<file path="src/rtl/bus_arb_pkg.sv">
package bus_arb_pkg;
  typedef enum logic [1:0] {
    FE_IDLE = 2'd0,
    FE_REQ  = 2'd1,
    FE_OWN  = 2'd2
  } fe_state_e;
endpackage

</file>
<file path="src/rtl/bus_req_fe.sv">
module bus_req_fe
  import bus_arb_pkg::*;
#(
  parameter int LEN_W = 4
) (
  input  logic             clk_i,
  input  logic             rst_ni,
  input  logic             want_i,
  input  logic [LEN_W-1:0] len_i,
  input  logic             bg_i,
  input  logic             bb_i,
  output logic             br_o,
  output logic             own_o
);
  localparam logic [LEN_W-1:0] ONE = LEN_W'(1);

  fe_state_e        state_q;
  logic [LEN_W-1:0] cnt_q;

  always_ff @(posedge clk_i or negedge rst_ni) begin
    if (!rst_ni) begin
      state_q <= FE_IDLE;
      cnt_q   <= '0;
    end else begin
      unique case (state_q)
        FE_IDLE: if (want_i) begin
          state_q <= FE_REQ;
          cnt_q   <= (len_i == '0) ? ONE : len_i;
        end
        // wait for grant and an idle bus before claiming it
        FE_REQ: if (bg_i && !bb_i) state_q <= FE_OWN;
        FE_OWN: begin
          if (cnt_q == ONE) state_q <= FE_IDLE;
          else              cnt_q   <= cnt_q - ONE;
        end
        default: state_q <= FE_IDLE;
      endcase
    end
  end

  assign br_o  = (state_q == FE_REQ);
  assign own_o = (state_q == FE_OWN);
endmodule

</file>
<file path="src/rtl/bus_prio_grant.sv">
module bus_prio_grant #(
  parameter int NUM_REQ = 4
) (
  input  logic               clk_i,
  input  logic               rst_ni,
  input  logic [NUM_REQ-1:0] br_i,
  input  logic [NUM_REQ-1:0] own_i,
  output logic [NUM_REQ-1:0] bg_o
);
  logic [NUM_REQ-1:0] gnt_q, gnt_d, pick;

  always_comb begin
    pick = '0;
    for (int i = NUM_REQ - 1; i >= 0; i--) begin
      if (br_i[i]) begin
        pick    = '0;
        pick[i] = 1'b1;
      end
    end
  end

  always_comb begin
    if (gnt_q != '0) gnt_d = ((gnt_q & own_i) != '0) ? '0 : gnt_q;
    else             gnt_d = pick;
  end

  always_ff @(posedge clk_i or negedge rst_ni) begin
    if (!rst_ni) gnt_q <= '0;
    else         gnt_q <= gnt_d;
  end

  assign bg_o = gnt_q;
endmodule

</file>
<file path="src/rtl/bus_own_arbiter.sv">
module bus_own_arbiter #(
  parameter int NUM_REQ = 4,
  parameter int LEN_W   = 4
) (
  input  logic                     clk_i,
  input  logic                     rst_ni,
  input  logic [NUM_REQ-1:0]       want_i,
  input  logic [NUM_REQ*LEN_W-1:0] len_i,
  output logic [NUM_REQ-1:0]       br_o,
  output logic [NUM_REQ-1:0]       bg_o,
  output logic                     bb_o,
  output logic [NUM_REQ-1:0]       own_o
);
  logic [NUM_REQ-1:0] br_w, own_w, bg_w;

  bus_prio_grant #(.NUM_REQ(NUM_REQ)) u_arb (
    .clk_i  (clk_i),
    .rst_ni (rst_ni),
    .br_i   (br_w),
    .own_i  (own_w),
    .bg_o   (bg_w)
  );

  for (genvar g = 0; g < NUM_REQ; g++) begin : g_fe
    bus_req_fe #(.LEN_W(LEN_W)) u_fe (
      .clk_i  (clk_i),
      .rst_ni (rst_ni),
      .want_i (want_i[g]),
      .len_i  (len_i[g*LEN_W +: LEN_W]),
      .bg_i   (bg_w[g]),
      .bb_i   (bb_o),
      .br_o   (br_w[g]),
      .own_o  (own_w[g])
    );
  end

  // wired-OR busy line
  assign bb_o  = |own_w;
  assign br_o  = br_w;
  assign bg_o  = bg_w;
  assign own_o = own_w;
endmodule

</file>
<file path="config.mk">
export PLATFORM = sky130hd
export DESIGN_NAME = bus_own_arbiter
export DESIGN_NICKNAME = d
export VERILOG_FILES = /design/src/rtl/bus_arb_pkg.sv /design/src/rtl/bus_req_fe.sv /design/src/rtl/bus_prio_grant.sv /design/src/rtl/bus_own_arbiter.sv
export SDC_FILE = /design/constraint.sdc
export NUM_CORES = 1
export LEC_CHECK = 0
export CORE_ASPECT_RATIO = 1.4
export CORE_MARGIN = 2
export CORE_UTILIZATION = 51
export DETAILED_ROUTE_END_ITERATION = 8
export GPL_ROUTABILITY_DRIVEN = 0
export GPL_TIMING_DRIVEN = 0
export PLACE_DENSITY = 0.88
export SYNTH_ARGS = -nofsm -noshare
export SYNTH_HDL_FRONTEND = slang
export SYNTH_SLANG_ARGS = --single-unit
</file>
<file path="constraint.sdc">
create_clock -name clk_i -period 3.2 [get_ports clk_i]
set_input_delay 0.8 -clock clk_i [delete_from_list [all_inputs] [get_ports clk_i]]
set_output_delay 0.8 -clock clk_i [all_outputs]
set_load 0.02 [all_outputs]
</file>
* Word level (Yosys, flattened, before mapping) *
Index checks and enable logic that the tools add are counted.

operators by class
  mux-type cells = 38
  bitwise operators = 1
  reductions and logical operators = 28
  equal/unequal tests = 29
  add/sub/neg operators = 4

operator list
  cell                                              number
  2-to-1 mux 4 bit                                  18
  inequality test 2 bit, second input constant      17
  one-hot mux 4 bit (2 select lines)                4
  2-to-1 mux 2 bit                                  12
  one-hot mux 2 bit (3 select lines)                4
  AND reduction 3 bit                               8
  == test 4 x 1 -> 1 bit, second input constant     4
  zero test 4 bit                                   4
  subtractor 4 x 1 -> 4 bit, second input constant  4
  == test 2 x 1 -> 1 bit, second input constant     4
  == test 2 bit, second input constant              4
  zero test 2 bit                                   4
  nonzero test 2 bit                                4
  nonzero test 4 bit                                2
  AND 4 bit                                         1
  logical AND 1 bit                                 4
  OR reduction 4 bit                                1
  zero test 1 bit                                   1

storage, ports and cells
  bits of input ports = 22
  logic and storage cells = 109
  output and inout bits = 13
  register bits = 28

* Longest topological paths before layout *
  depth in word-level cells = 6
  gate-level depth with buffers = 5
  gate-level depth less buffers = 5

* Modules after synthesis *
Synthesis repeated with hierarchy kept, for this count alone.

unflattened totals
  cells, all modules = 186
  area, all modules = 1779.2 µm²

by module, submodules not included
  module           times used  sequential area each (µm²)  cells an instance  area each (µm²)
  bus_req_fe       4           150.1                       40                 387.9
  bus_prio_grant   1           100.1                       25                 220.2
  bus_own_arbiter  1           0.0                         1                  7.5

* Worst setup path after synthesis *
Ideal clock, no wire load.

  kind = register to output
  start = register g_fe[1].u_fe.state_q[1]
  end = output bb_o
  data required time = 2.400 ns
  setup slack = 1.065 ns
  stages on the path, launching flop included = 6
  arrival = 1.335 ns
  path through = dfrtp_1 buf_6 nor2b_4 buf_6 nor4_4 inv_1

between the ends
  longest elaborated chain between the ends = 2

RTL lines
  item                          RTL line               source
  start, declared               bus_req_fe.sv:17       fe_state_e state_q;
  start signal, assigned        bus_req_fe.sv:22       state_q <= FE_IDLE;
  start signal, assigned        bus_req_fe.sv:27       state_q <= FE_REQ;
  start signal, assigned        bus_req_fe.sv:31       FE_REQ: if (bg_i && !bb_i) state_q <= FE_OWN;
  == test 2 bit                 bus_req_fe.sv:42       assign own_o = (state_q == FE_OWN);
  named net g_fe[1].u_fe.own_o  bus_req_fe.sv:13       output logic own_o
  OR reduction 4 bit            bus_own_arbiter.sv:38  assign bb_o = |own_w;
  end, declared                 bus_own_arbiter.sv:11  output logic bb_o,

The timed path passes the listed nets, and every way through them passes these cells.

* Final worst setup path *
Same ends and word-level chain as after synthesis.

==> results_dict.tcl <==
set metrics [dict create \
    outcome "complete, no violations" \
    slew_violations 0 \
    ant_nets 0 \
    die_area_um2 4340 \
    antenna_cells 0 \
    crit_path_end_kind "output port" \
    antenna_found_initial 0 \
    synth_seq_area_share 0.359 \
    area_growth_pct 22.7 \
    fin_nets 273 \
    htree_num_levels 1 \
    finalHoldViolCount 0 \
    wl_per_cell_um 14.5 \
    slew_headroom 0.576 \
    io_pins 35 \
    place_hpwl_mm 3.01 \
    synth-edff-count 0 \
    overflow 0 \
    drive_gt1_frac 0.124 \
    start_util 0.535 \
    fill_cells 301 \
    worst-endpoint-required_ps 2400 \
    clock_skew_ps 4.71 \
    grt_usage 0.206 \
    maxCapViolCount 0 \
    rsz0062_at_grt "false" \
    cts-root-buf "clkbuf_8" \
    clock_latency_ps 280 \
    netlist_top_cells_count "dfrtp_1, inv_1, nor2_1" \
    synth_most_common_cell "dfrtp_1" \
    clk_pin_slew_ps 90 \
    p_leak_nw 1.01 \
    p_total_w 0.00205 \
    coreArea_um2 3640 \
    cts_num_sinks 28 \
    dr.pass1.iters 4 \
    drc 0 \
    cp_max_fo 10 \
    path_class "reg -> out" \
    worstPathArrival_ps 2260 \
    max_freq_ghz 0.327 \
    ctsHoldBuffers 0 \
    synth-seq-cells 28 \
    worstMarginPinSlew_ps 636 \
    synth_nets 234 \
    synth.cell_area_um2 1950 \
    grt_pass1_vias 1705 \
    synth_top_area_share 0.359 \
    async_flop_share 1.00 \
    finalSetupViolCount 0 \
    numCtsBuffers 3 \
    die_w_um 56.3 \
    yosys.area.top_type "dfrtp_1" \
    regArea_um2 701 \
    multi_input_area_um2 1010 \
    ys_types 37 \
    synthFlopType "dfrtp_1" \
    synth_warnings 0 \
    ir_drop_uv 497 \
    tns_ps 0 \
    fin_crit_ps 3060 \
    grt_start_max_net_pins 29 \
    cts_buffer_depth 2 \
    rr_worst_depth 5 \
    vias 1638 \
    ys_top_cells_by_area "dfrtp_1, ha_1, buf_4, mux2i_1, inv_1" \
    syn_avg_cell_area_um2 9.56 \
    p_per_area_nw_per_um2 856 \
    start_kind "flop" \
    cts_tree "built" \
    num_rows 26 \
    die_h_um 77.2 \
    finalWirelength_mm 4.13 \
    grt_pass1_wl_mm 7.28 \
    syn_inst 204 \
    post_cts_buffers 0 \
    period_share 0.957 \
    cts.repair.resized 0 \
    portBuffers 34 \
    hold_path.class "in -> async" \
    via_per_inst 5.77 \
    regToRegSetupSlack_ps 1550 \
    first_iter_violations 93 \
]
==> cell usage in the layout, fill, tap and decap left out, types with 4 or more instances in the layout <==
| master | count |
|---|---|
| ha_1 | 8 |
| a211oi_1 | 6 |
| nand2_1 | 7 |
| a2bb2oi_1 | 8 |
| o21ai_0 | 8 |
| o311ai_1 | 4 |
| mux2i_1 | 8 |
| clkdlybuf4s50_1 | 33 |
| a2111oi_0 | 4 |
| buf_6 | 5 |
| or3_1 | 6 |
| nor2_1 | 15 |
| clkbuf_8 | 4 |
| dfrtp_1 | 28 |
| buf_4 | 12 |
| nand3b_1 | 9 |
| a311oi_1 | 4 |
| nor3_1 | 6 |
| o22ai_1 | 6 |
| buf_2 | 4 |
| nand3_1 | 5 |
| inv_1 | 19 |
| nor2b_1 | 4 |
==> cell families after synthesis <==
| logic type | Yosys count | synth area share |
|---|---|---|
| adders and majority gates | 8 | 0.0513 |
| muxes | 8 | 0.0411 |
| buffers and inverters | 41 | 0.123 |
| and+or+nand+nor | 68 | 0.226 |
| AOI/OAI and AO/OA | 51 | 0.199 |
| DFF | 28 | 0.359 |
==> flip-flops by register name, summed over array words and instances, names as in the netlist <==
name and cells:
u_arb.bg_o 4, g_fe.u_fe.cnt_q 16, g_fe.u_fe.state_q 8
==> path summary, 6_finish.rpt <==
check | from | to
max | g_fe[1].u_fe.state_q[1] | bb_o
min | rst_ni | g_fe[0].u_fe.cnt_q[2]
max reg2reg | g_fe[1].u_fe.state_q[1] | g_fe[3].u_fe.state_q[0]
min reg2reg | g_fe[2].u_fe.state_q[1] | g_fe[2].u_fe.state_q[0]
max in group asynchronous | rst_ni | g_fe[1].u_fe.state_q[0]
min in group clk_i | g_fe[2].u_fe.state_q[1] | g_fe[2].u_fe.state_q[0]
==> worst max-delay path: stages, from the launching register on <==
cell and delay, ps:
dfrtp_1 390, buf_6 140, nor2b_4 120, buf_6 130
nor4_4 550, inv_1 90, clkdlybuf4s50_1 560
==> final cells by class <==
class | instances | area share
Inverter | 19 | 0.0298
Timing Repair Buffer | 34 | 0.140
Sequential cell | 28 | 0.293
Multi-Input combinational cell | 135 | 0.422
Clock buffer | 4 | 0.0230
Buffer | 22 | 0.0706
Tap cell | 42 | 0.0220
==> report_power, final <==
part           switching (W)  internal, W
clock network       0.000114     0.000110
registers           0.000175     0.000516
logic               0.000551     0.000581
total               0.000841      0.00121
==> metal layers <==
layer | vias up | global-route usage | share of wire
li1 | 823 | - | -
met1 | 774 | 0.243 | 0.42
met2 | 36 | 0.374 | 0.53
met3 | 5 | 0.0253 | 0.032
met4 | 0 | 0.0786 | 0.013
met5 | - | 0 | 0
==> through the flow <==
step | hold WS [ps] | area, µm² | utilization | std cells | setup WS (ps)
floorplan | 491 | 1950 | - | 204 | 1070
detailed placement | 537 | 2340 | 0.643 | 280 | 445
CTS | 553 | 2400 | 0.658 | 284 | 120
global route | 577 | 2390 | 0.657 | 284 | 16.9
finish | 531 | 2390 | 0.657 | 284 | 138
global placement | 519 | 2340 | 0.643 | 280 | 489
(Power assumes the default switching activity.)
